File: src/rtl/gpmp_pkg.sv
`timescale 1ns/1ps
package gpmp_pkg;
  localparam int NPINS  = 8;
  localparam int ADDR_W = 12;

  typedef enum logic [1:0] {
    ACC_NONE = 2'd0,
    ACC_DATA = 2'd1,
    ACC_DIR  = 2'd2
  } acc_kind_t;
endpackage

File: src/rtl/gpmp_sync.sv
`timescale 1ns/1ps
module gpmp_sync #(
  parameter int NPINS = gpmp_pkg::NPINS
) (
  input  logic             clk,
  input  logic             rst_n,
  input  logic [NPINS-1:0] pin_async,
  output logic [NPINS-1:0] pin_sync
);
  logic [NPINS-1:0] stage1_q;
  logic [NPINS-1:0] stage2_q;

  for (genvar i = 0; i < NPINS; i++) begin : g_pin
    always_ff @(posedge clk or negedge rst_n) begin
      if (!rst_n) begin
        stage1_q[i] <= 1'b0;
        stage2_q[i] <= 1'b0;
      end else begin
        stage1_q[i] <= pin_async[i];
        stage2_q[i] <= stage1_q[i];
      end
    end
  end

  assign pin_sync = stage2_q;

  // warm-up count of edges since reset, used by the latency check
  logic [1:0] warm_cnt;
  always_ff @(posedge clk or negedge rst_n) begin
    if (!rst_n)                 warm_cnt <= 2'd0;
    else if (warm_cnt != 2'd2)  warm_cnt <= warm_cnt + 2'd1;
  end

  AST_SYNC_TWO_EDGES: assert property (@(posedge clk) disable iff (!rst_n)
    (warm_cnt == 2'd2) |-> (pin_sync == $past(pin_async, 2)));
endmodule

File: src/rtl/gpmp_decode.sv
`timescale 1ns/1ps
module gpmp_decode #(
  parameter int NPINS  = gpmp_pkg::NPINS,
  parameter int ADDR_W = gpmp_pkg::ADDR_W
) (
  input  logic [ADDR_W-1:0]  addr,
  input  logic               we,
  output gpmp_pkg::acc_kind_t kind,
  output logic [NPINS-1:0]   mask,
  output logic               data_wr,
  output logic               dir_wr
);
  import gpmp_pkg::*;

  localparam int WIN_BITS = NPINS + 2;
  localparam logic [ADDR_W-1:0] DIR_ADDR = ADDR_W'(1) << WIN_BITS;

  function automatic acc_kind_t classify(input logic [ADDR_W-1:0] a);
    if (a == DIR_ADDR)                     return ACC_DIR;
    else if (a[ADDR_W-1:WIN_BITS] == '0)   return ACC_DATA;
    else                                   return ACC_NONE;
  endfunction

  function automatic logic [NPINS-1:0] pin_mask(input logic [ADDR_W-1:0] a);
    return a[WIN_BITS-1:2];
  endfunction

  assign kind    = classify(addr);
  assign mask    = pin_mask(addr);
  assign data_wr = we && (kind == ACC_DATA);
  assign dir_wr  = we && (kind == ACC_DIR);
endmodule

File: src/rtl/gpmp_regs.sv
`timescale 1ns/1ps
module gpmp_regs #(
  parameter int NPINS = gpmp_pkg::NPINS
) (
  input  logic             clk,
  input  logic             rst_n,
  input  logic             data_wr,
  input  logic             dir_wr,
  input  logic [NPINS-1:0] mask,
  input  logic [NPINS-1:0] wdata,
  output logic [NPINS-1:0] dir_q,
  output logic [NPINS-1:0] latch_q
);
  function automatic logic [NPINS-1:0] merge_latch(
      input logic [NPINS-1:0] old_v,
      input logic [NPINS-1:0] new_v,
      input logic [NPINS-1:0] sel_m,
      input logic [NPINS-1:0] out_m);
    logic [NPINS-1:0] upd;
    upd = sel_m & out_m;
    return (old_v & ~upd) | (new_v & upd);
  endfunction

  always_ff @(posedge clk or negedge rst_n) begin
    if (!rst_n)       dir_q <= '0;
    else if (dir_wr)  dir_q <= wdata;
  end

  always_ff @(posedge clk or negedge rst_n) begin
    if (!rst_n)        latch_q <= '0;
    else if (data_wr)  latch_q <= merge_latch(latch_q, wdata, mask, dir_q);
  end

  AST_DIR_HOLD: assert property (@(posedge clk) disable iff (!rst_n)
    !dir_wr |=> $stable(dir_q));
  AST_LATCH_HOLD: assert property (@(posedge clk) disable iff (!rst_n)
    !data_wr |=> $stable(latch_q));
  AST_LATCH_MASKED: assert property (@(posedge clk) disable iff (!rst_n)
    data_wr |=> (((latch_q ^ $past(latch_q)) & ~$past(mask)) == '0));
  AST_LATCH_INPUT_PIN: assert property (@(posedge clk) disable iff (!rst_n)
    data_wr |=> (((latch_q ^ $past(latch_q)) & ~$past(dir_q)) == '0));
  AST_WR_EXCLUSIVE: assert property (@(posedge clk) disable iff (!rst_n)
    !(data_wr && dir_wr));
endmodule

File: src/rtl/gpmp_rdmux.sv
`timescale 1ns/1ps
module gpmp_rdmux #(
  parameter int NPINS = gpmp_pkg::NPINS
) (
  input  gpmp_pkg::acc_kind_t kind,
  input  logic [NPINS-1:0]    mask,
  input  logic [NPINS-1:0]    dir_q,
  input  logic [NPINS-1:0]    latch_q,
  input  logic [NPINS-1:0]    pin_sync,
  output logic [NPINS-1:0]    rdata
);
  import gpmp_pkg::*;

  function automatic logic [NPINS-1:0] pin_level(
      input logic [NPINS-1:0] d,
      input logic [NPINS-1:0] l,
      input logic [NPINS-1:0] s);
    return (d & l) | (~d & s);
  endfunction

  always_comb begin
    unique case (kind)
      ACC_DIR:  rdata = dir_q;
      ACC_DATA: rdata = mask & pin_level(dir_q, latch_q, pin_sync);
      default:  rdata = '0;
    endcase
  end
endmodule

File: src/rtl/gpmp_port.sv
`timescale 1ns/1ps
module gpmp_port #(
  parameter int NPINS  = gpmp_pkg::NPINS,
  parameter int ADDR_W = gpmp_pkg::ADDR_W
) (
  input  logic              clk,
  input  logic              rst_n,
  input  logic [ADDR_W-1:0] bus_addr,
  input  logic              bus_we,
  input  logic [NPINS-1:0]  bus_wdata,
  output logic [NPINS-1:0]  bus_rdata,
  input  logic [NPINS-1:0]  pin_in,
  output logic [NPINS-1:0]  pin_out,
  output logic [NPINS-1:0]  pin_oe
);
  import gpmp_pkg::*;

  localparam int WIN_BITS = NPINS + 2;

  acc_kind_t        acc_kind;
  logic [NPINS-1:0] acc_mask;
  logic             data_wr;
  logic             dir_wr;
  logic [NPINS-1:0] dir_q;
  logic [NPINS-1:0] latch_q;
  logic [NPINS-1:0] pin_sync;

  gpmp_sync #(.NPINS(NPINS)) u_sync (
    .clk(clk), .rst_n(rst_n), .pin_async(pin_in), .pin_sync(pin_sync)
  );

  gpmp_decode #(.NPINS(NPINS), .ADDR_W(ADDR_W)) u_decode (
    .addr(bus_addr), .we(bus_we), .kind(acc_kind), .mask(acc_mask),
    .data_wr(data_wr), .dir_wr(dir_wr)
  );

  gpmp_regs #(.NPINS(NPINS)) u_regs (
    .clk(clk), .rst_n(rst_n), .data_wr(data_wr), .dir_wr(dir_wr),
    .mask(acc_mask), .wdata(bus_wdata), .dir_q(dir_q), .latch_q(latch_q)
  );

  gpmp_rdmux #(.NPINS(NPINS)) u_rdmux (
    .kind(acc_kind), .mask(acc_mask), .dir_q(dir_q), .latch_q(latch_q),
    .pin_sync(pin_sync), .rdata(bus_rdata)
  );

  assign pin_out = latch_q;
  assign pin_oe  = dir_q;

  AST_RESET_CLEAR: assert property (@(posedge clk)
    !rst_n |-> (pin_out == '0 && pin_oe == '0));
  AST_RD_UNMASKED: assert property (@(posedge clk) disable iff (!rst_n)
    (bus_addr[ADDR_W-1:WIN_BITS] == '0) |->
      ((bus_rdata & ~bus_addr[WIN_BITS-1:2]) == '0));
  AST_RD_OUTPIN: assert property (@(posedge clk) disable iff (!rst_n)
    (bus_addr[ADDR_W-1:WIN_BITS] == '0) |->
      (((bus_rdata ^ pin_out) & pin_oe & bus_addr[WIN_BITS-1:2]) == '0));
  AST_DIR_WRITE: assert property (@(posedge clk) disable iff (!rst_n)
    (bus_we && bus_addr == (ADDR_W'(1) << WIN_BITS)) |=> (pin_oe == $past(bus_wdata)));
  AST_OTHER_RD_ZERO: assert property (@(posedge clk) disable iff (!rst_n)
    (bus_addr > (ADDR_W'(1) << WIN_BITS)) |-> (bus_rdata == '0));
endmodule

File: config.mk
export PLATFORM = sky130hd
export DESIGN_NAME = gpmp_port
export DESIGN_NICKNAME = d
export VERILOG_FILES = /design/src/rtl/gpmp_pkg.sv /design/src/rtl/gpmp_sync.sv /design/src/rtl/gpmp_decode.sv /design/src/rtl/gpmp_regs.sv /design/src/rtl/gpmp_rdmux.sv /design/src/rtl/gpmp_port.sv
export SDC_FILE = /design/constraint.sdc
export NUM_CORES = 1
export LEC_CHECK = 0
export BUFFER_PORTS_ARGS = -buffer_cell sky130_fd_sc_hd__buf_2
export CORE_MARGIN = 10
export CORE_UTILIZATION = 40
export CTS_BUF_LIST = sky130_fd_sc_hd__clkbuf_4
export CTS_CLUSTER_SIZE = 28
export DETAILED_ROUTE_END_ITERATION = 10
export PLACE_DENSITY = 0.7
export SKIP_LAST_GASP = 1
export SLEW_MARGIN = 25
export SYNTH_ARGS = -nofsm -noshare
export SYNTH_HDL_FRONTEND = slang
export SYNTH_HIERARCHICAL = 1
export SYNTH_SLANG_ARGS = --single-unit
File: constraint.sdc
create_clock -name clk -period 3.31 [get_ports clk]
set_input_delay 0.1655 -clock clk [delete_from_list [all_inputs] [get_ports clk]]
set_output_delay 0.1655 -clock clk [all_outputs]
set_load 0.01 [all_outputs]
==> impl_metrics.csv <==
group,metric,value,unit
status,status,"finished, final reports clean",
global_route,grt-ovfl-total,0,
cts,cts_resized,0,
drt,drc,0,
cts,clk_latency,330,ps
synthesis,syn_inst,105,
final_layout,stdcell_area,1860,µm²
final_layout,final_util,0.540,
job,max_cap_violations,0,
cts,clkTransAtPathRegs,90,ps
setup_path,required,3140,ps
synthesis,synth_nets,138,
power_and_ir_drop,peakVddDrop,0.212,mV
floorplan,initial_core_util,0.426,
power_and_ir_drop,power.leakage,0.959,nW
timing,fin_skew,3.58,ps
drt,vias_per_cell,5.01,
synthesis,yosys-top-cells-area,"dfrtp_1 55%, mux2_4 16%, mux2_2 6.1%",
drt,drt_wl_total,3650,µm
setup_path,crit_path_start_kind,"input port",
place,place_congestion,0.758,
drt,vias,1052,
synthesis,syn-cell-area,1470,µm²
setup_path,critical_path_arrival,1950,ps
timing,hold_violations,0,
setup_path,end_kind,"output pin",
timing,slew_viol_final,0,
synthesis,syn_avg_cell_area,14.0,µm²
timing,rsz0062_at_grt,"false",
setup_path,worstSetupPathType,"input port to output pin",
setup_path,rrSetupSlack,2290,ps
global_route,antenna_found_initial,0,
floorplan,die_x,80.5,µm
timing,timing.final.crit_share,0.638,
cts,clockBufferDepth,2,
drt,drt-initial-drc-count,50,
floorplan,dieHeight,80.5,µm
cts,htreeDepth,2,
final_layout,antenna_cells,0,
drt,firstDrtPassIters,4,
timing,worst_pin_slew,708,ps
cts,clkSinkCount,32,
worst_hold_path,hp-class,"input port to flip-flop",
drt,final_antenna_net_count,0,
place,placed_area,1710,µm²
timing,fmax,0.474,GHz
global_route,track_usage,0.118,
synthesis,synth-seq-area-share,0.547,
floorplan,rows,21,
place,place_hpwl,2780,µm
final_layout,nNetsFinal,196,
synthesis,ys_seq_elements,32,
timing,finalCriticalPeriod,2110,ps
timing,timing.max_slew.rel_slack,0.528,
synthesis,synth_top_area_frac,0.547,
synthesis,yosysWarnings,6,
final_layout,area_growth_syn_to_layout,26.8,%
timing,setup_tns,0,ps
final_layout,drive_above_1_share,0.543,
global_route,grt_pass1_vias,1172,
timing,finalSetupViolCount,0,
floorplan,core,3440,µm²
synthesis,synth_cell_type_count,20,
setup_path,crit_fanout,8,
cts,cts_buffers,5,
cts,root_buffer,"clkbuf_4",
cts,cts_tree,"done",
synthesis,yosys.area.top_type,"dfrtp_1",
global_route,grt_pass1_wl,5820,µm
global_route,grt_max_degree,33,
place,port_buffers,54,
drt,wire_per_inst,17.4,µm
power_and_ir_drop,cellPowerDensity,370,nW/µm²
floorplan,die-area,6480,µm²
timing,holdWs,75.4,ps
floorplan,pin_count,55,
==> timing repair <==
action,4_1_cts,5_1_grt
hold buffers,9,0
buffers inserted,0,0
hold endpoints to repair,40,0
==> cell usage after synthesis <==
cell type	count
dfrtp_1	32
mux2_4	16
nor2_1	9
a32oi_1	8
buf_4	8
mux2_2	8
nand3_1	6
ha_1	2
inv_1	2
nand3_2	2
or4_1	2
or4b_1	2
and2_1	1
buf_1	1
buf_2	1
buf_6	1
clkbuf_1	1
clkbuf_2	1
nor3_1	1
nor4_2	1
==> logic make-up after synthesis <==
group / Yosys count / share of synthesized area
mux: 24 / 0.225
fa+ha+maj: 2 / 0.0171
flops: 32 / 0.547
simple gates: 24 / 0.0973
compound gates: 8 / 0.0478
buf+inv: 15 / 0.0657
==> power by group <==
part           internal, mW  total (mW)  leakage (nW)  switching, mW
registers             0.401       0.405         0.410        0.00384
clock network        0.0979       0.220        0.0338          0.122
logic                0.0324      0.0617         0.515         0.0293
==> metal layers <==
layer / vias up / track usage / share of wire
met5: - / 0 / 0
met4: 0 / 0.0475 / 0.016
met3: 5 / 0.0657 / 0.095
met2: 42 / 0.193 / 0.47
met1: 515 / 0.123 / 0.42
li1: 490 / - / -
==> through the flow <==
stage / total power, mW / setup slack (ps) / instances
after global placement: 0.465 / 1280 / 193
after CTS: 0.699 / 1220 / 210
after global routing: 0.728 / 1010 / 210
after detailed placement: 0.467 / 1220 / 193
after floorplan: 0.439 / 1540 / 105
final: 0.687 / 1200 / 210
==> worst paths after layout <==
path,endpoint,startpoint,cells past startpoint
hold / removal,flip-flop,bus_wdata[7],2
hold reg to reg,u_sync/pin_sync[1],u_sync/stage1_q[1],0
setup / recovery,bus_rdata[2],bus_addr[7],8
setup reg to reg,flip-flop,u_regs/dir_q[2],2
min in group asynchronous,asynchronous set/reset pin,rst_n,2
max in group asynchronous,u_sync/stage1_q[0],rst_n,2
==> worst max-delay path, cell delays in order <==
cell and delay, ps:
buf_2 120, or4_1 570, nor3_1 280, inv_1 70, ha_1 300, a32oi_1 230
nor2_1 70, buf_2 150
==> layout by cell type (no fill, tap or decap), drive strengths merged, types with 2 or more instances in the layout <==
cell type / n
a32oi: 8
buf: 55
clkbuf: 7
dfrtp: 32
dlygate4sd3: 9
ha: 2
inv: 2
mux2: 24
nand3: 8
nor2: 9
or4: 2
or4b: 2
==> area by class of cell <==
cell class | count | area, µm²
fill | 305 | 1580
sequential | 32 | 801
multi-input combinational | 58 | 568
timing repair buffer | 64 | 368
tap | 46 | 57.6
clock buffer | 7 | 52.6
inverter | 2 | 7.51
clock inverter | 1 | 3.75
Power figures use the tool's default switching activity.
